$ cat src/rtl/mdrx_pkg.sv
package mdrx_pkg;

  typedef enum logic [2:0] {
    ST_IDLE,
    ST_START,
    ST_DATA,
    ST_PAR,
    ST_STOP
  } rxState_e;

  // Strobes from the control FSM to the datapath
  typedef struct packed {
    logic shiftBit;   // centre of a data bit: shift it in
    logic takePar;    // centre of the ninth bit: capture it
    logic endFrame;   // centre of the stop bit: commit the frame
  } rxStrobe_t;

  localparam logic [2:0] MODE_EVEN = 3'b000;
  localparam logic [2:0] MODE_ODD  = 3'b001;

endpackage

$ cat src/rtl/mdrx_ctrl.sv
module mdrx_ctrl
  import mdrx_pkg::*;
#(
  parameter int OVS = 16,
  parameter int DW  = 8
) (
  input  logic      clk,
  input  logic      rstN,
  input  logic      sampleTick,
  input  logic      rxBit,
  output rxStrobe_t stb
);

  localparam int CNT_W = $clog2(OVS);
  localparam int IDX_W = (DW > 1) ? $clog2(DW) : 1;
  localparam logic [CNT_W-1:0] HALF_CNT = CNT_W'(OVS / 2 - 1);
  localparam logic [CNT_W-1:0] FULL_CNT = CNT_W'(OVS - 1);
  localparam logic [IDX_W-1:0] LAST_IDX = IDX_W'(DW - 1);

  rxState_e         state;
  logic [CNT_W-1:0] tickCnt;
  logic [IDX_W-1:0] bitIdx;
  logic             atHalf;
  logic             atFull;

  assign atHalf = sampleTick && (tickCnt == HALF_CNT);
  assign atFull = sampleTick && (tickCnt == FULL_CNT);

  always_comb begin
    stb          = '0;
    stb.shiftBit = (state == ST_DATA) && atFull;
    stb.takePar  = (state == ST_PAR)  && atFull;
    stb.endFrame = (state == ST_STOP) && atFull;
  end

  always_ff @(posedge clk or negedge rstN) begin
    if (!rstN) begin
      state   <= ST_IDLE;
      tickCnt <= '0;
      bitIdx  <= '0;
    end else begin
      case (state)
        ST_IDLE: begin
          tickCnt <= '0;
          if (!rxBit) state <= ST_START;
        end
        ST_START: begin
          if (sampleTick) begin
            if (atHalf) begin
              tickCnt <= '0;
              bitIdx  <= '0;
              state   <= rxBit ? ST_IDLE : ST_DATA;
            end else begin
              tickCnt <= tickCnt + 1'b1;
            end
          end
        end
        ST_DATA: begin
          if (sampleTick) begin
            if (atFull) begin
              tickCnt <= '0;
              bitIdx  <= bitIdx + 1'b1;
              if (bitIdx == LAST_IDX) state <= ST_PAR;
            end else begin
              tickCnt <= tickCnt + 1'b1;
            end
          end
        end
        ST_PAR: begin
          if (sampleTick) begin
            if (atFull) begin
              tickCnt <= '0;
              state   <= ST_STOP;
            end else begin
              tickCnt <= tickCnt + 1'b1;
            end
          end
        end
        ST_STOP: begin
          if (sampleTick) begin
            if (atFull) begin
              tickCnt <= '0;
              state   <= ST_IDLE;
            end else begin
              tickCnt <= tickCnt + 1'b1;
            end
          end
        end
        default: state <= ST_IDLE;
      endcase
    end
  end

endmodule

$ cat src/rtl/mdrx_datapath.sv
module mdrx_datapath
  import mdrx_pkg::*;
#(
  parameter int DW = 8
) (
  input  logic          clk,
  input  logic          rstN,
  input  logic          rxd,
  input  rxStrobe_t     stb,
  input  logic [2:0]    parMode,
  input  logic          rstStatus,
  input  logic          dataRead,
  output logic          rxBit,
  output logic [DW-1:0] rxData,
  output logic          rxReady,
  output logic          parErr
);

  logic [1:0]    syncQ;
  logic [DW-1:0] shiftReg;
  logic          parBit;
  logic          dataOnes;
  logic          newErr;
  logic          frameGood;

  // two-stage synchronizer, resets to the idle line level
  always_ff @(posedge clk or negedge rstN) begin
    if (!rstN) syncQ <= 2'b11;
    else       syncQ <= {syncQ[0], rxd};
  end
  assign rxBit = syncQ[1];

  always_ff @(posedge clk or negedge rstN) begin
    if (!rstN) begin
      shiftReg <= '0;
      parBit   <= 1'b0;
    end else begin
      if (stb.shiftBit) shiftReg <= {rxBit, shiftReg[DW-1:1]};
      if (stb.takePar)  parBit   <= rxBit;
    end
  end

  assign dataOnes = ^shiftReg;

  always_comb begin
    if (parMode[2:1] == 2'b11)       newErr = parBit;
    else if (parMode == MODE_EVEN)   newErr = parBit ^ dataOnes;
    else if (parMode == MODE_ODD)    newErr = ~(parBit ^ dataOnes);
    else                             newErr = 1'b0;
  end

  assign frameGood = stb.endFrame && rxBit;

  always_ff @(posedge clk or negedge rstN) begin
    if (!rstN) begin
      rxData  <= '0;
      rxReady <= 1'b0;
      parErr  <= 1'b0;
    end else begin
      if (frameGood) begin
        rxData  <= shiftReg;
        rxReady <= 1'b1;
      end else if (dataRead) begin
        rxReady <= 1'b0;
      end
      if (frameGood && newErr) parErr <= 1'b1;
      else if (rstStatus)      parErr <= 1'b0;
    end
  end

endmodule

$ cat src/rtl/mdrop_uart_rx.sv
module mdrop_uart_rx
  import mdrx_pkg::*;
#(
  parameter int OVS = 16,
  parameter int DW  = 8
) (
  input  logic          clk,
  input  logic          rstN,
  input  logic          sampleTick,
  input  logic          rxd,
  input  logic [2:0]    parMode,
  input  logic          rstStatus,
  input  logic          dataRead,
  output logic [DW-1:0] rxData,
  output logic          rxReady,
  output logic          parErr
);

  rxStrobe_t ctrlStb;
  logic      rxBit;

  mdrx_ctrl #(.OVS(OVS), .DW(DW)) u_ctrl (
    .clk        (clk),
    .rstN       (rstN),
    .sampleTick (sampleTick),
    .rxBit      (rxBit),
    .stb        (ctrlStb)
  );

  mdrx_datapath #(.DW(DW)) u_dp (
    .clk       (clk),
    .rstN      (rstN),
    .rxd       (rxd),
    .stb       (ctrlStb),
    .parMode   (parMode),
    .rstStatus (rstStatus),
    .dataRead  (dataRead),
    .rxBit     (rxBit),
    .rxData    (rxData),
    .rxReady   (rxReady),
    .parErr    (parErr)
  );

endmodule

$ cat config.mk
export PLATFORM = sky130hd
export DESIGN_NAME = mdrop_uart_rx
export DESIGN_NICKNAME = d
export VERILOG_FILES = /design/src/rtl/mdrx_pkg.sv /design/src/rtl/mdrx_ctrl.sv /design/src/rtl/mdrx_datapath.sv /design/src/rtl/mdrop_uart_rx.sv
export SDC_FILE = /design/constraint.sdc
export NUM_CORES = 1
export LEC_CHECK = 0
export ABC_AREA = 1
export BUFFER_PORTS_ARGS = -buffer_cell sky130_fd_sc_hd__clkbuf_2
export CAP_MARGIN = 20
export CORE_MARGIN = 5
export CORE_UTILIZATION = 57
export DETAILED_ROUTE_END_ITERATION = 10
export MAX_ROUTING_LAYER = met4
export PLACE_DENSITY_LB_ADDON = 0.25
export SKIP_CTS_REPAIR_TIMING = 1
export SLEW_MARGIN = 20
export SYNTH_ARGS = -nofsm -noshare
export SYNTH_HDL_FRONTEND = slang
export SYNTH_SLANG_ARGS = --single-unit
$ cat constraint.sdc
create_clock -name clk -period 2.1 [get_ports clk]
set_input_delay 0.21 -clock clk [delete_from_list [all_inputs] [get_ports clk]]
set_output_delay 0.21 -clock clk [all_outputs]
set_load 0.05 [all_outputs]
### Yosys cells after proc, flatten, opt, wreduce, memory -nomap -nowiden

Index checks and enable logic that the tools add are counted.

* bits in registers: 31
* input bits: 9

* $add $sub $neg: 2
* equality and inequality tests: 20
* mux-type cells: 29
* bitwise operators: 2
* reduce and logical (&&, ||, !) cells: 18

Operators by type and width (count)
* 3-bit two-way mux: 14
* 4-bit two-way mux: 4
* 3-bit one-hot mux with 5 select lines: 1
* 2-bit != test, second input constant: 6
* 4-bit one-hot mux with 3 select lines: 1
* 2-bit by 1-bit != test with 1-bit output, second input constant: 5
* 10-bit AND reduction: 1
* 8-bit parity: 1
* 1-bit logical AND: 7
* 1-bit two-way mux: 7
* 3-bit by 1-bit equality test with 1-bit output, second input constant: 2
* 3-bit by 2-bit equality test with 1-bit output, second input constant: 2
* 3-bit equality test, second input constant: 2
* 3-bit zero test: 2
* 3-bit one-hot mux with 2 select lines: 1
* 2-bit nonzero test: 3
* 5-bit AND reduction: 1
* 4-bit by 1-bit adder with 4-bit output, second input constant: 1
* 4-bit by 3-bit equality test with 1-bit output, second input constant: 1
* 4-bit equality test, second input constant: 1
* 3-bit by 1-bit adder with 3-bit output, second input constant: 1
* 3-bit AND reduction: 1
* 3-bit nonzero test: 1
* 3-bit OR reduction: 1
* 4 further kinds: 4

### Logic depth before layout (Yosys ltp)

Gate-level depths: netlist of the first run.

* word-level depth: 8
* gate-level depth with buffers: 12
* gate-level depth less buffers: 12

### Cells and area by module

A second synthesis of the first run with hierarchy kept.

* cell total of the unflattened synthesis: 199
* area total of the unflattened synthesis: 1589.0 um^2

By module, submodules not included
* mdrx_datapath: times used 1, cells an instance 107, area an instance 913.4 um^2
* mdrx_ctrl: times used 1, cells an instance 92, area an instance 675.6 um^2

### Worst setup path after synthesis of the first run

No wires, ideal clock.

* path kind: reg-to-reg
* start point: reg u_ctrl.tickCnt[0]
* end point: reg u_dp.rxData[6]
* setup time: 0.120 ns
* arrival: 1.403 ns
* path slack: 0.577 ns
* stages on the path, launching flop included: 8
* buffers on the path: 1
* clock period less this slack: 1.523 ns
* cells stage by stage: dfrtp_1 > ha_1 > nand2_1 > nor3_4 > nand3_4 > buf_6 > nand2_1 > o21ai_2

* longest elaborated chain between the ends: 4

RTL lines
* start, declared: RTL line mdrx_ctrl.sv:21 `logic [CNT_W-1:0] tickCnt;`
* start signal, assigned: RTL line mdrx_ctrl.sv:54 `tickCnt <= tickCnt + 1'b1;`
* start signal, assigned: RTL line mdrx_ctrl.sv:65 `tickCnt <= tickCnt + 1'b1;`
* start signal, assigned: RTL line mdrx_ctrl.sv:75 `tickCnt <= tickCnt + 1'b1;`
* 4-bit equality test: RTL line mdrx_ctrl.sv:27 `assign atFull = sampleTick && (tickCnt == FULL_CNT);`
* 1-bit logical AND: RTL line mdrx_ctrl.sv:27
* 1-bit logical AND: RTL line mdrx_ctrl.sv:33 `stb.endFrame = (state == ST_STOP) && atFull;`
* 1-bit logical AND: RTL line mdrx_datapath.sv:52 `assign frameGood = stb.endFrame && rxBit;`
* end signal, assigned: RTL line mdrx_datapath.sv:61 `rxData <= shiftReg;`
* end, declared: RTL line mdrx_datapath.sv:14 `output logic [DW-1:0] rxData,`

Every way passes these cells.
A chain may end at the register's enable or synchronous reset.

### Worst setup path in the final report of the first run

* start point: reg u_ctrl.tickCnt[0]
* end point: reg u_ctrl.state[0]

* longest elaborated chain between the ends: 4

RTL lines
* 4-bit equality test or 4-bit by 3-bit equality test with 1-bit output (tied branches): RTL line mdrx_ctrl.sv:27, mdrx_ctrl.sv:26
* 1-bit logical AND, on equally long branches: RTL line mdrx_ctrl.sv:27, mdrx_ctrl.sv:26
* 2-bit by 1-bit != test with 1-bit output (no source line)
* 10-bit AND reduction (no source line) *
* end signal, assigned: RTL line mdrx_ctrl.sv:52 `state <= rxBit ? ST_IDLE : ST_DATA;`
* end, declared: RTL line mdrx_ctrl.sv:20 `rxState_e state;`

Mark *: on every way between the ends. The rest lies on a longest branch, timed or not.

==> metrics, run 1 <==
post-synthesis sequential area ratio between 40% and 50%; final WL 2900 um; DP Wirelength 2194 um; initial DRC count slightly below 80; area share of the largest cell type after synthesis 45.53%; first-pass GRT wire length 5464 um; Fill cells ~220; fmax 584.0 MHz; CP Capture Type flop; Setup WS pre-CTS roughly 0.38 ns; GR peak layer met2; reg-to-reg startpoint u_ctrl.tickCnt[0]; Fin. Hold Viols 0; num rows 19; Fin Hold WS 0.05466 ns; unrepaired setup endpoints after global routing no; CTS tree done; Synth warnings 0; dominant cells by area after synthesis dfrtp_1 46%, nand2_1 16%, inv_1 5.7%, o21ai_0 4.4%, o21ai_2 4.4%; initial core utilization a little under 60%; Hold/Removal Path Class primary input to flop; Worst R2R End u_ctrl.state[0]; gr usage total 18.02%; Routed WL per cell about 12 um; Vias between 1,000 and 1,500; Overflow after GRT 0; max-slew violations 0; pin count of the biggest net entering global routing 32; critical path arrival just under 2 ns; Worst R2R Setup Slack 0.39 ns; status complete, no violations; final net count about 230; reg2reg path depth 8; Hold Crit Start dataRead; CTS Buf Count 5; final setup margin roughly 0.39 ns; Synth Area per Inst roughly 8.3 um2; Worst Path Max Fanout 9; M3 GR Usage under 10%; Worst Hold End u_dp.rxReady; Worst Skew ~0.0076 ns; Final period util 81.54%; IO buf count 18; share of cells above drive strength 1 between 20% and 30%; critical path class flop to flop; Die Wd about 63 um; worst rel slew slack just over 50%; VDD IR max between 0.7 and 0.8 mV; Worst Setup Start Kind flop; DIE AREA between 3000 and 4000 um2; ANT cells 0; static leakage slightly above 0.9 nW; hold path depth 2; Worst-Skew Late Latency around 0.34 ns; setup TNS 0 ns; router iterations before antenna repair 4; clock sinks 31; Synth cell types 25; Die H between 60 and 70 um; Final setup viols 0; CTS Root Cell clkbuf_4; vias in the first global route approximately 1,300; GPL Wtd Cong approximately 0.85; DRC violations left 0; CTS Buffer Depth 2; Worst Path Required about 2.3 ns; Ports 19; minimum clock period around 1.7 ns; Syn Nets approximately 200; post-route ant nets 0; synthesis-stage register bit count 31; PwrDens ~770 nW/um2; met1 global-route usage 21.57%; H-Tree Level Count 2; max-cap violation count 0; GRT met2 Usage roughly a quarter; area leader, netlist dfrtp_1; Slew @ Worst Pin approximately 0.73 ns; mapped cell area 1594 um2; Mapped Cells approximately 190; Area Overhead vs Synth 11.07%; vias per inst roughly 5; initial antenna violation count 0; core area 2710 um2; Worst-path clk slew roughly 0.1 ns
## flip-flops by register name, indices dropped and copies added, names as in the netlist
name / cells
u_dp.shiftReg: 8
u_dp.parBit: 1
u_ctrl.bitIdx: 3
u_ctrl.state: 3
u_ctrl.tickCnt: 4
u_dp.parErr: 1
u_dp.rxData: 8
u_dp.syncQ: 2
u_dp.rxReady: 1
## per-layer routing
layer	wire length, um	share of wire [%]	up-vias
met5	0	0	-
met4	78	2.7	0
met3	161	5.6	9
met2	1325	46	25
met1	1336	46	550
li1	-	-	660
## cells in the mapped netlist, drive strengths merged
| cell type | number |
|---|---|
| nand2 | 67 |
| dfrtp | 29 |
| o21ai | 28 |
| inv | 27 |
| nand3 | 13 |
| nor2 | 10 |
| ha | 3 |
| nor3 | 3 |
| a21oi | 2 |
| buf | 2 |
| dfstp | 2 |
| o22ai | 2 |
| xor2 | 2 |
| a22oi | 1 |
| xnor2 | 1 |
## worst max-delay path, stage by stage, from the launching register on
cell     delay, ns
dfrtp_1       0.38
ha_1          0.17
nand2_1       0.12
nor3_4        0.40
o21ai_2       0.16
nor2_4        0.13
nand3_2       0.11
nand2_1       0.08
o21ai_1       0.06
## layout make-up
type | count | area [um2] | share of cell area (%)
Sequential cell | 31 | 778.2 | 43.96
Multi-Input combinational cell | 132 | 691.9 | 39.08
Timing Repair Buffer | 20 | 110.1 | 6.219
Inverter | 27 | 101.3 | 5.724
Clock buffer | 7 | 45.04 | 2.544
Tap cell | 31 | 38.79 | 2.191
Clock inverter | 1 | 5.005 | 0.2827
## cell families after synthesis
logic type / after synthesis / share of synthesized area, %
and+or+nand+nor: 93 / 26.85
AOI/OAI and AO/OA: 33 / 12.56
xor gates and xnor gates: 3 / 1.649
buffers and inverters: 29 / 7.771
DFF: 31 / 48.82
adders and majority gates: 3 / 2.355
## where the power goes
| group | leakage [nW] | total [mW] | switching, mW | internal (mW) |
|---|---|---|---|---|
| clock | 0.0293 | 0.329 | 0.199 | 0.130 |
| combinational | 0.461 | 0.361 | 0.242 | 0.119 |
| sequential | 0.422 | 0.674 | 0.0390 | 0.635 |
## through the flow
stage	util [%]	instances	power [mW]	instance area (um2)
6_report	65.33	249	1.364	1770
5_1_grt	65.33	249	1.449	1770
4_1_cts	64.59	247	1.366	1750
3_5_place_dp	62.74	239	1.038	1700
3_3_place_gp	62.74	239	1.009	1700
2_1_floorplan	-	192	0.9522	1594
## worst max path at each step
stage	from	end	depth (start not counted)
2_1_floorplan	u_ctrl.tickCnt[0]	u_dp.rxData[6]	7
3_3_place_gp	u_ctrl.tickCnt[0]	u_dp.rxData[1]	6
3_5_place_dp	u_ctrl.tickCnt[0]	u_dp.rxData[3]	6
4_1_cts	u_ctrl.tickCnt[0]	u_dp.rxData[3]	6
5_1_grt	u_ctrl.tickCnt[0]	u_ctrl.tickCnt[0]	8
6_report	u_ctrl.tickCnt[0]	u_ctrl.state[0]	8
## layout by cell type, fill, tap and decap left out, types with 2 or more instances in the layout
| cell | Yosys | layout |
|---|---|---|
| inv_1 | 24 | 24 |
| clkbuf_1 | 0 | 2 |
| dfrtp_1 | 29 | 29 |
| dfstp_2 | 2 | 2 |
| ha_1 | 3 | 3 |
| clkbuf_4 | 0 | 5 |
| o21ai_1 | 6 | 6 |
| clkbuf_2 | 0 | 18 |
| dlygate4sd3_1 | 0 | 2 |
| nor2_4 | 2 | 2 |
| nor2_1 | 7 | 7 |
| o21ai_2 | 8 | 8 |
| xor2_1 | 2 | 2 |
| nand3_1 | 11 | 11 |
| o22ai_1 | 2 | 2 |
| nand2_1 | 66 | 66 |
| inv_2 | 3 | 3 |
| o21ai_0 | 14 | 14 |
| a21oi_1 | 2 | 2 |
Power figures use the tool's default switching activity.
==> run 2: changes to the inputs <==
clock period = 1.7 ns   (was 2.1 ns; I/O delays follow)
==> run 2 against run 1 <==
  * Via count grew 3.9%
  * Highest routed layer unchanged
  * Critical path type unchanged
  * Largest cell class unchanged
  * Global-route usage decreased by 1.2 points
  * Utilization is 2.6 points higher
==> metrics, run 2 (same netlist as run 1, synthesis figures left out) <==
status complete, no violations; unrepaired setup endpoints after global routing no; most frequent cells in the layout 65 x nand2_1, 29 x dfrtp_1, 24 x inv_1; worst rel slew slack between 50% and 60%; critical path class flop to flop; vias in the first global route roughly 1,200; CTS tree done; critical path arrival between 1.5 and 2 ns; Final setup viols 0; clock sinks 31; initial antenna violation count 0; Die Wd 62.88 um; minimum clock period roughly 1.6 ns; Hold/Removal Path Class primary input to flop; GPL Wtd Cong 0.9079; max incr delay on CP 0.41 ns; static leakage 0.9558 nW; WP buf/inv 1; final WL between 2000 and 3000 um; Slew @ Worst Pin 0.7359 ns; final net count about 240; pin count of the biggest net entering global routing 32; setup TNS 0 ns; fmax roughly 640 MHz; VDD IR max between 0.8 and 0.9 mV; Worst-path clk slew roughly 0.10 ns; CTS Root Cell clkbuf_4; Vias between 1,000 and 1,500; hold path depth 2; gr usage total about 17%; initial DRC count about 60; Worst R2R Setup Slack ~0.14 ns; CP max-delay cell dfrtp_1; router iterations before antenna repair 4; Ports 19; num rows 19; initial core utilization 58.82%; Fill cells 239; Final period util 91.77%; Worst Path Required between 1.5 and 2 ns; Routed WL per cell around 11 um; Regs by FF count u_dp.rxData: 8 flops, u_dp.shiftReg: 8 flops, u_ctrl.tickCnt: 4 flops; DIE AREA approximately 4000 um2; Worst-Skew Late Latency 0.33 ns; crit path launch u_ctrl.tickCnt[0]; first-pass GRT wire length 5092 um; Worst Path Max Fanout 3; critical path cell sequence ha_1, nand2_2, nor3_4, buf_4, o21ai_2, nor2_4, nor2_1, nand2_1, o21ai_0; PwrDens 971.5 nW/um2; DP Wirelength 2142 um; core area 2710 um2; Worst Setup Start Kind flop; CP top delay family simple AND/OR/NAND/NOR gates; Worst Hold End u_dp.rxReady; reg2reg path depth 9; Worst R2R End u_ctrl.tickCnt[3]; Die H between 60 and 70 um; Area Overhead vs Synth 15.46%; max-cap violation count 0; Power Total around 1.8 mW; H-Tree Level Count 2; CP Capture Type flop; CTS Buffer Depth 2; Overflow after GRT 0; most common cell after layout, fill and taps aside nand2_1; vias per inst just over 5; share of cells above drive strength 1 between 20% and 30%; CTS Buf Count 5; Worst Skew 0.01121 ns; Fin Hold WS 0.009702 ns; max-slew violations 0; IO buf count 18; DRC violations left 0; ANT cells 0; Hold Crit Start dataRead; post-route ant nets 0; Fin. Hold Viols 0; reg-to-reg startpoint u_ctrl.tickCnt[0]
## run 2: area by class of cell
cell class	instances	area, um2	area share (%)
Timing Repair Buffer	26	155.1	8.430
Clock inverter	1	7.507	0.4079
Sequential cell	31	778.2	42.28
Multi-Input combinational cell	132	694.4	37.73
Tap cell	31	38.79	2.107
Inverter	27	101.3	5.506
Clock buffer	7	65.06	3.535
## run 2: power breakdown
| group | switching, mW | internal (mW) | leakage, nW | total [mW] |
|---|---|---|---|---|
| combinational | 0.300 | 0.165 | 0.496 | 0.465 |
| sequential | 0.0473 | 0.784 | 0.422 | 0.831 |
| clock | 0.250 | 0.242 | 0.0375 | 0.492 |
## run 2: how the worst max path moves through the flow
stage,endpoint,cells after the start
floorplan,u_dp.rxData[6],7
global placement,u_dp.rxData[3],6
finish,u_ctrl.tickCnt[3],9
CTS,u_ctrl.tickCnt[3],8
global route,u_ctrl.tickCnt[3],9
detailed placement,u_dp.rxData[2],6
## run 2: metal layers
| metal | vias up | GRT usage (%) | share of wire (%) |
|---|---|---|---|
| met5 | - | - | 0 |
| met4 | 0 | 8.488 | 1.2 |
| met2 | 27 | 23.85 | 46 |
| li1 | 677 | - | - |
| met3 | 4 | 5.216 | 5.3 |
| met1 | 584 | 21.62 | 48 |
## run 2: stage by stage
| stage | instances | area, um2 | utilization [%] | worst slack (ns) |
|---|---|---|---|---|
| 5_1_grt | 255 | 1841 | 67.91 | 0.01660 |
| 3_5_place_dp | 243 | 1730 | 63.85 | 0.1272 |
| 3_3_place_gp | 243 | 1730 | 63.85 | 0.1728 |
| 2_1_floorplan | 192 | 1594 | - | 0.1768 |
| 4_1_cts | 251 | 1803 | 66.53 | 0.1187 |
| 6_report | 255 | 1841 | 67.91 | 0.1398 |
